**src/rtl/smb_alert_pkg.sv**
```systemverilog
package smb_alert_pkg;
  // Shared 7-bit address answered by every slave with an alert pending
  localparam logic [6:0] ALERT_QUERY_ADDR = 7'b0001100;

  typedef enum logic [2:0] {
    ST_IDLE,
    ST_ADDR,
    ST_ACK,
    ST_SEND,
    ST_MACK,
    ST_SKIP
  } resp_state_e;
endpackage

```
**src/rtl/smb_line_events.sv**
```systemverilog
module smb_line_events (
  input  logic clk,
  input  logic rst_n,
  input  logic scl_i,
  input  logic sda_i,
  output logic start_o,
  output logic stop_o,
  output logic rise_o,
  output logic fall_o
);
  logic scl_q, sda_q;

  always_ff @(posedge clk or negedge rst_n) begin
    if (!rst_n) begin
      scl_q <= 1'b1;
      sda_q <= 1'b1;
    end else begin
      scl_q <= scl_i;
      sda_q <= sda_i;
    end
  end

  // data edges while the clock stays high mark framing conditions
  assign start_o = scl_i & scl_q & sda_q & ~sda_i;
  assign stop_o  = scl_i & scl_q & ~sda_q & sda_i;
  assign rise_o  = scl_i & ~scl_q;
  assign fall_o  = ~scl_i & scl_q;
endmodule

```
**src/rtl/smb_alert_pending.sv**
```systemverilog
module smb_alert_pending (
  input  logic clk,
  input  logic rst_n,
  input  logic irq_i,
  input  logic win_i,
  output logic pending_o
);
  always_ff @(posedge clk or negedge rst_n) begin
    if (!rst_n)     pending_o <= 1'b0;
    else if (win_i) pending_o <= 1'b0;   // a win outranks a same-cycle request
    else if (irq_i) pending_o <= 1'b1;
  end
endmodule

```
**src/rtl/smb_alert_fsm.sv**
```systemverilog
module smb_alert_fsm
  import smb_alert_pkg::*;
#(
  parameter int ADDR_W = 7
) (
  input  logic              clk,
  input  logic              rst_n,
  input  logic              start_i,
  input  logic              stop_i,
  input  logic              rise_i,
  input  logic              fall_i,
  input  logic              sda_i,
  input  logic              pending_i,
  input  logic [ADDR_W-1:0] own_addr_i,
  output logic              sda_drive_low_o,
  output logic              win_o
);
  localparam int BYTE_W = ADDR_W + 1;
  localparam int CNT_W  = $clog2(BYTE_W + 1);
  localparam logic [CNT_W-1:0] LAST_BIT = CNT_W'(BYTE_W);
  localparam logic [BYTE_W-1:0] QUERY_BYTE = {BYTE_W'(ALERT_QUERY_ADDR), 1'b0} | BYTE_W'(1);

  resp_state_e       state;
  logic [CNT_W-1:0]  bit_cnt;
  logic [BYTE_W-1:0] shreg;
  logic              lost;
  logic              win_q;

  always_ff @(posedge clk or negedge rst_n) begin
    if (!rst_n) begin
      state   <= ST_IDLE;
      bit_cnt <= '0;
      shreg   <= '0;
      lost    <= 1'b0;
      win_q   <= 1'b0;
    end else begin
      win_q <= 1'b0;
      if (start_i) begin
        state   <= ST_ADDR;
        bit_cnt <= '0;
      end else if (stop_i) begin
        state <= ST_IDLE;
      end else begin
        unique case (state)
          ST_ADDR: begin
            if (rise_i) begin
              shreg   <= {shreg[BYTE_W-2:0], sda_i};
              bit_cnt <= bit_cnt + 1'b1;
            end else if (fall_i && bit_cnt == LAST_BIT) begin
              state <= (pending_i && shreg == QUERY_BYTE) ? ST_ACK : ST_SKIP;
            end
          end
          ST_ACK: begin
            if (fall_i) begin
              state   <= ST_SEND;
              shreg   <= {own_addr_i, 1'b0};
              bit_cnt <= '0;
              lost    <= 1'b0;
            end
          end
          ST_SEND: begin
            if (rise_i) begin
              bit_cnt <= bit_cnt + 1'b1;
              if (shreg[BYTE_W-1] && !sda_i) lost <= 1'b1;
            end else if (fall_i) begin
              shreg <= {shreg[BYTE_W-2:0], 1'b0};
              if (bit_cnt == LAST_BIT) begin
                state <= ST_MACK;
                win_q <= ~lost;
              end
            end
          end
          ST_MACK: if (fall_i) state <= ST_SKIP;
          default: ;
        endcase
      end
    end
  end

  assign sda_drive_low_o = (state == ST_ACK) |
                           ((state == ST_SEND) & ~shreg[BYTE_W-1] & ~lost);
  assign win_o = win_q;
endmodule

```
**src/rtl/smb_alert_responder.sv**
```systemverilog
module smb_alert_responder #(
  parameter int ADDR_W = 7
) (
  input  logic              clk,
  input  logic              rst_n,
  input  logic              scl_i,
  input  logic              sda_i,
  input  logic              irq_i,
  input  logic [ADDR_W-1:0] own_addr_i,
  output logic              sda_drive_low_o,
  output logic              alert_drive_low_o,
  output logic              serviced_o
);
  logic start_ev, stop_ev, rise_ev, fall_ev;
  logic pending, win;

  smb_line_events u_events (
    .clk    (clk),
    .rst_n  (rst_n),
    .scl_i  (scl_i),
    .sda_i  (sda_i),
    .start_o(start_ev),
    .stop_o (stop_ev),
    .rise_o (rise_ev),
    .fall_o (fall_ev)
  );

  smb_alert_pending u_pending (
    .clk      (clk),
    .rst_n    (rst_n),
    .irq_i    (irq_i),
    .win_i    (win),
    .pending_o(pending)
  );

  smb_alert_fsm #(.ADDR_W(ADDR_W)) u_fsm (
    .clk            (clk),
    .rst_n          (rst_n),
    .start_i        (start_ev),
    .stop_i         (stop_ev),
    .rise_i         (rise_ev),
    .fall_i         (fall_ev),
    .sda_i          (sda_i),
    .pending_i      (pending),
    .own_addr_i     (own_addr_i),
    .sda_drive_low_o(sda_drive_low_o),
    .win_o          (win)
  );

  assign alert_drive_low_o = pending;
  assign serviced_o        = win;
endmodule

```
**config.mk**
```make
export PLATFORM = sky130hd
export DESIGN_NAME = smb_alert_responder
export DESIGN_NICKNAME = d
export VERILOG_FILES = /design/src/rtl/smb_alert_pkg.sv /design/src/rtl/smb_line_events.sv /design/src/rtl/smb_alert_pending.sv /design/src/rtl/smb_alert_fsm.sv /design/src/rtl/smb_alert_responder.sv
export SDC_FILE = /design/constraint.sdc
export NUM_CORES = 1
export LEC_CHECK = 0
export BUFFER_PORTS_ARGS = -buffer_cell sky130_fd_sc_hd__buf_2
export CORE_ASPECT_RATIO = 0.8
export CORE_MARGIN = 10
export CORE_UTILIZATION = 40
export CTS_CLUSTER_SIZE = 40
export DETAILED_ROUTE_END_ITERATION = 8
export GPL_TIMING_DRIVEN = 0
export PLACE_DENSITY = 0.58
export SYNTH_ARGS = -nofsm -noshare
export SYNTH_HDL_FRONTEND = slang
export SYNTH_SLANG_ARGS = --single-unit
```
**constraint.sdc**
```tcl
create_clock -name clk -period 1.6 [get_ports clk]
set_input_delay 0.32 -clock clk [delete_from_list [all_inputs] [get_ports clk]]
set_output_delay 0.32 -clock clk [all_outputs]
set_load 0.05 [all_outputs]
```
==> results by group, run 1 <==
Status
  – Status: complete, but fails checks
  – Violated checks: negative setup slack

Clock tree
  – CTS Buffer Depth: 2
  – Reg clk slew, reported paths: 120 ps
  – Root Driver: clkbuf_4
  – TritonCTS Buffers: 3
  – H-tree depth: 1
  – Clock Latency Late Sink: 310 ps
  – CTS tree: done
  – Clk sink count: 20

Synth
  – Top FF cell, synth: dfrtp_1
  – Adder-Cell Fraction of Synth Area: 2.15%
  – Count leader, synth: dfrtp_1
  – Synth top area share: 38.8%
  – Synthesized area per cell: 10.2 um^2
  – Synth Register Bits: 20
  – Mapped Area: 1160 um^2
  – Largest family of logic cells by synthesized area: simple AND/OR/NAND/NOR gates
  – Unique cell type count in the Yosys netlist: 45
  – Top post-synthesis cells by count: dfrtp_1, nor2_1, nand2_1
  – Async SR Flop Fraction: 100%
  – Simple-gate share of the synthesized area: 23.1%
  – Sequential cell area fraction in the yosys report: 43.3%
  – XOR/XNOR Fraction of Synth Area: 0.753%
  – Yosys warning count: 0
  – Ranking of synthesized cells by area: dfrtp_1, mux2i_1, dfstp_2
  – Compound-gate portion of the synthesized area: 17.8%
  – Mapped Cells: 114
  – Post-synth EDFFs: 0
  – Yosys top cell by area: dfrtp_1
  – Post-Syn Nets: 128
  – Multiplexer area fraction after synthesis: 9.58%

Global route
  – Global routing usage on met2: 14.6%
  – Total GRT Usage: 10.2%
  – GR Util met1: 14.2%
  – Grt ovf: 0
  – Antenna violations before repair: 0
  – Largest net degree at the start of global routing: 21
  – GRT met3 Usage: 3.53%
  – Grt peak-use layer: met2
  – Vias in the first global route: 922
  – First-pass GRT wire length: 4.40 mm

Timing
  – Final-report setup violation count: 1
  – Slew @ Worst Pin: 483 ps
  – Final worst path period need: 1610 ps
  – Fmax achieved: 622 MHz
  – Worst relative slew slack: 67.8%
  – Minimum hold slack: 160 ps
  – Max-slew violations: 0
  – Final WS setup: -8.53 ps
  – Clock Skews: 9.52 ps
  – RSZ-0062 raised after global routing: true
  – Period utilization: 101%
  – Fin. Hold Viols: 0

Routing
  – Initial DRC Count: 82
  – Total Wirelength: 2.65 mm
  – Post-route DRC violation count: 0
  – Vias/cell: 5.05
  – Post-route ant nets: 0
  – Pre-Repair DR Iteration Count: 4
  – Via count: 949
  – Wire per inst: 14.1 um

Critical path
  – Setup crit end kind: register
  – Critical Path RT: 1840 ps
  – Startpoint Class: register
  – Worst Path Max Fanout: 5
  – Crit path arrival time: 1850 ps
  – Crit path kind: register to register

Placement
  – Number of port buffers: 14
  – Placed cell count: 166
  – Post-DP HPWL: 1.84 mm
  – Area after DPL: 1280 um^2
  – GP Congestion: 0.830

Cells and area
  – Fraction of layout cells with a size suffix above 1: 43.3%
  – Area Overhead vs Synth: 30.0%
  – N_diodes: 0
  – Fillers: 237
  – Final Cell Area: 1510 um^2
  – Fin nets: 165
  – Post-Layout Cell Count: 188
  – Finished Core Util: 54.7%

Run
  – Max-cap violations: 0

Power
  – NetSw: 0.000522 W
  – Combinational share of power: 37.3%
  – Leak Pwr: 0.664 nW
  – Seq pwr share: 46.7%
  – Sw Share: 32.9%
  – Clock share of power: 16.0%
  – PwrDens: 1050 nW/um^2
  – VDD IR-drop max: 0.000637 V
  – P_int: 0.00107 W

Die
  – Die extent in x: 80.3 um
  – Die Ht: 68.2 um
  – Rows: 17
  – Die area: 5480 um^2
  – Initial Util: 42.0%
  – I/O Pins: 15
  – Core ar.: 2770 um^2

Hold path
  – HP Class: input pin to register
-- through the flow --
stage / total power (W) / setup WS [ps] / TNS [ps]
4_1_cts: 0.00153 / -5.38 / -5.38
3_5_place_dp: 0.00116 / -137 / -430
2_1_floorplan: 0.00106 / 32.6 / 0
3_3_place_gp: 0.00115 / -147 / -337
6_report: 0.00159 / -8.53 / -8.53
5_1_grt: 0.00172 / -92.8 / -280
-- cell usage in the layout (no fill, tap or decap), types with 2 or more instances in the layout --
master / n
nor2_1: 13
nand4b_1: 3
buf_4: 17
buf_2: 14
a21oi_1: 7
clkbuf_4: 3
buf_6: 2
and3_1: 2
dfstp_2: 2
dfrtp_1: 17
nand2b_4: 2
nand2_1: 9
mux2i_1: 7
a21oi_2: 2
mux2_4: 2
inv_2: 3
nand2b_1: 2
nand3_1: 2
o21ai_1: 4
-- final cells by class --
class / count / area (um^2) / area share (%)
multi-input combinational: 87 / 673 / 44.5
sequential: 20 / 504 / 33.4
timing repair buffer: 32 / 214 / 14.2
tap: 38 / 47.5 / 3.15
buffer: 3 / 31.3 / 2.07
clock buffer: 4 / 26.3 / 1.74
inverter: 4 / 15.0 / 0.993
-- routing by layer --
metal  vias up  part of all wire (%)
li1        484                     -
met1       446                    51
met2        19                    43
met3         0                   5.1
met4         0                     0
met5         -                     0
-- final timing paths --
check,startpoint,slack (ps),cells after the start,to
hold reg to reg,u_fsm.win_o$_DFF_PN0_,430,1,u_pending.pending_o$_DFFE_PN0P_
setup / recovery,u_fsm.bit_cnt[1]$_DFFE_PN0P_,-9,7,u_fsm.state[2]$_DFFE_PN0P_
setup reg to reg,u_fsm.bit_cnt[1]$_DFFE_PN0P_,-9,7,u_fsm.state[2]$_DFFE_PN0P_
min in group asynchronous,rst_n,510,2,u_fsm.shreg[3]$_DFFE_PN0P_
max in group asynchronous,rst_n,730,2,u_events.sda_q$_DFF_PN1_
hold / removal,sda_i,160,1,u_events.sda_q$_DFF_PN1_
-- power groups by stage --
stage | Sequential (W) | Combinational, W | Clock [W]
finish | 0.000742 | 0.000592 | 0.000254
global route | 0.000762 | 0.000664 | 0.000290
CTS | 0.000742 | 0.000522 | 0.000267
detailed placement | 0.000750 | 0.000415 | 0
global placement | 0.000749 | 0.000405 | 0
floorplan | 0.000719 | 0.000340 | 0
-- worst max-delay path, cell delays in order, from the launching register on --
cell and delay, ps:
dfrtp_1 390, inv_2 60, ha_4 150, nand4b_1 120, o221ai_2 140, a21boi_2 260, mux2_4 330, a31oi_2 120
-- kinds of logic after synthesis --
family	after synthesis
flip-flops	20
AND/OR/NAND/NOR	46
buffers and inverters	7
XOR/XNOR	1
multiplexers	10
adder cells (fa/ha/maj)	2
AO/OA/AOI/OAI	28
-- timing repair --
item | 4_1_cts | 5_1_grt
resized for setup | 11 | 8
setup endpoints to repair | 11 | 12
buffers inserted | 10 | 7
hold endpoints to repair | 18 | 0
pin swaps | 5 | 7
hold buffers | 1 | 0
-- registers in the layout, indices dropped and copies added, names as in the netlist --
signal and cells:
u_fsm.shreg 8, u_fsm.bit_cnt 4, u_fsm.state 3, u_events.scl_q 1, u_events.sda_q 1, u_fsm.lost 1
u_fsm.win_o 1, u_pending.pending_o 1
No activity file was read; power rests on OpenSTA's default activity.
==> run 2, diff against run 1 <==
==> constraint.sdc (replaced) <==
create_clock -name clk -period 1.6 [get_ports clk]
set_input_delay 0.24 -clock clk [delete_from_list [all_inputs] [get_ports clk]]
set_output_delay 0.24 -clock clk [all_outputs]
set_load 0.05 [all_outputs]
==> results by group, run 2 (synthesis results as in run 1) <==
Cells and area
  – Fraction of layout cells with a size suffix above 1: 39.2% (-4.2 points)
  – Commonest non-fill, non-tap cell in the layout: dfrtp_1
  – N_diodes: 0 (unchanged)
  – Area Overhead vs Synth: 25.3%
  – Max FFs per register: 8 (unchanged)
  – Fin nets: 158 (-4.2%)
  – Commonest cells after routing, fill and taps aside: dfrtp_1, nor2_1, buf_2, buf_4, nand2_1
  – Multi-input combinational cell area: 678 um^2 (+0.74%)
  – Fillers: 251 (+5.9%)
  – Largest reg by FF count: u_fsm.shreg
  – Largest regs: u_fsm.shreg: 8 flops, u_fsm.bit_cnt: 4 flops, u_fsm.state: 3 flops
  – Register area: 504 um^2 (unchanged)

Clock tree
  – H-tree depth: 1 (unchanged)
  – Clk sink count: 20 (unchanged)
  – Reg clk slew, reported paths: 120 ps (about the same)
  – CTS tree: done
  – Root Driver: clkbuf_4
  – TritonCTS Buffers: 3 (unchanged)
  – CTS Buffer Depth: 2 (unchanged)
  – Clock Latency Late Sink: 310 ps (about the same)

Status
  – Status: complete, but fails checks
  – Violated checks: negative setup slack

Critical path
  – Crit path depth: 7 (unchanged)
  – Flop-to-flop setup slack: -20 ps (about the same)
  – Worst R2R Start: u_fsm.bit_cnt[0]$_DFFE_PN0P_
  – R2r worst-path depth: 7 (unchanged)
  – Critical Path RT: 1840 ps (about the same)
  – Crit path kind: register to register
  – Setup crit end kind: register
  – Crit-path leading delay family: compound AO/OA/AOI/OAI gates
  – Buf/Inv on CP: 1 (unchanged)
  – Crit path arrival time: 1860 ps (about the same)
  – Worst-path cell chain: inv_2, ha_4, nand4b_1, o221ai_2, a21boi_2, mux2_4, a31oi_4
  – Worst reg2reg path endpoint: u_fsm.state[2]$_DFFE_PN0P_
  – Worst Path Max Fanout: 5 (unchanged)
  – Slowest-stage cell, CP: dfrtp_1
  – Startpoint Class: register
  – Worst setup endpoint: u_fsm.state[2]$_DFFE_PN0P_
  – CP Launch Point: u_fsm.bit_cnt[0]$_DFFE_PN0P_
  – Slowest stage delay, CP: 380 ps (about the same)

Timing
  – Slew @ Worst Pin: 451 ps (-32.4 ps)
  – Worst relative slew slack: 70.0% (+2.2 points)
  – Final-report setup violation count: 1 (unchanged)
  – Max-slew violations: 0 (unchanged)
  – Period utilization: 101% (+0.44 points)
  – Final WS setup: -15.6 ps (-7.08 ps)
  – Fin. Hold Viols: 0 (unchanged)
  – Final setup TNS: -15.6 ps (-7.08 ps)
  – Fmax achieved: 619 MHz (-0.44%)
  – Clock Skews: 13.6 ps (+4.08 ps)
  – Final worst path period need: 1620 ps (+7.08 ps)
  – RSZ-0062 raised after global routing: true

Die
  – I/O Pins: 15 (unchanged)
  – Die extent in x: 80.3 um (unchanged)
  – Die Ht: 68.2 um (unchanged)
  – Rows: 17 (unchanged)
  – Initial Util: 42.0% (unchanged)
  – Die area: 5480 um^2 (unchanged)
  – Core ar.: 2770 um^2 (unchanged)

Routing
  – Initial DRC Count: 46 (-44%)
  – Vias/cell: 5.08 (+0.69%)
  – Post-route DRC violation count: 0 (unchanged)
  – Post-route ant nets: 0 (unchanged)
  – Pre-Repair DR Iteration Count: 4 (unchanged)
  – Via count: 920 (-3.1%)
  – Total Wirelength: 2.49 mm (-6.1%)
  – Wire per inst: 13.7 um (-2.4%)

Global route
  – First-pass GRT wire length: 4.37 mm (-0.64%)
  – Grt ovf: 0 (unchanged)
  – Antenna violations before repair: 0 (unchanged)
  – Total GRT Usage: 10.0% (-0.20 points)
  – Vias in the first global route: 928 (+0.65%)
  – Largest net degree at the start of global routing: 21 (unchanged)

Run
  – Max-cap violations: 0 (unchanged)

Placement
  – Number of port buffers: 14 (unchanged)
  – GP Congestion: 0.811 (-2.3%)
  – Post-DP HPWL: 1.83 mm (-0.35%)

Power
  – VDD IR-drop max: 0.000625 V (-2.0%)
  – Leak Pwr: 0.632 nW (-4.9%)
  – PwrDens: 1050 nW/um^2 (-0.34%)
  – Total power: 0.00152 W (-4.0%)

Hold path
  – HP Class: input pin to register
[run 2: routing by layer]
layer	vias up	part of all wire (%)	wire length [um]	GRT usage, %
met5	-	0	0	0
met4	0	0.64	16	2.41
met3	2	5.5	137	3.66
met2	14	43	1060	14.3
met1	431	51	1280	13.9
li1	473	-	-	-
[run 2: final cells by class]
| type | count | area share [%] |
|---|---|---|
| multi-input combinational | 87 | 46.6 |
| sequential | 20 | 34.6 |
| timing repair buffer | 25 | 11.1 |
| tap | 38 | 3.26 |
| clock buffer | 4 | 1.80 |
| buffer | 3 | 1.63 |
| inverter | 4 | 1.03 |
[run 2: worst register-to-register path, stage by stage, from the launching register on]
cell	delay [ps]
dfrtp_1	380
inv_2	60
ha_4	150
nand4b_1	120
o221ai_2	130
a21boi_2	260
mux2_4	340
a31oi_4	120
[run 2: timing repair]
item	in CTS	in global routing
setup endpoints to repair	6	12
resized for setup	6	9
hold buffers	1	0
pin swaps	6	7
endpoints found under the hold margin	18	0
buffers inserted	7	3
[run 2: worst min path at each step]
stage / to / slack [ps] / depth (start not counted) / from
2_1_floorplan: u_fsm.bit_cnt[0]$_DFFE_PN0P_ / -60 / 0 / rst_n
3_3_place_gp: u_fsm.shreg[4]$_DFFE_PN0P_ / 210 / 1 / rst_n
3_5_place_dp: u_fsm.shreg[4]$_DFFE_PN0P_ / 210 / 1 / rst_n
4_1_cts: u_events.sda_q$_DFF_PN1_ / 80 / 1 / sda_i
5_1_grt: u_events.sda_q$_DFF_PN1_ / 70 / 1 / sda_i
6_report: u_events.sda_q$_DFF_PN1_ / 90 / 1 / sda_i
[run 2: per-stage QoR]
step | std cells | worst slack, ps | hold WS [ps] | utilization [%] | area (um^2)
floorplan | 114 | 32.6 | -55.6 | - | 1160
global placement | 166 | -148 | 211 | 46.3 | 1280
detailed placement | 166 | -143 | 214 | 46.3 | 1280
CTS | 178 | 1.72 | 77.6 | 50.2 | 1390
global route | 181 | -88.0 | 68.7 | 52.7 | 1460
finish | 181 | -15.6 | 85.2 | 52.7 | 1460
[run 2: where the power goes]
group | leakage (nW) | switching [W] | internal [W]
clock | 0.0150 | 0.000157 | 0.0000971
combinational | 0.378 | 0.000239 | 0.000287
sequential | 0.239 | 0.000110 | 0.000634
total | 0.632 | 0.000507 | 0.00102
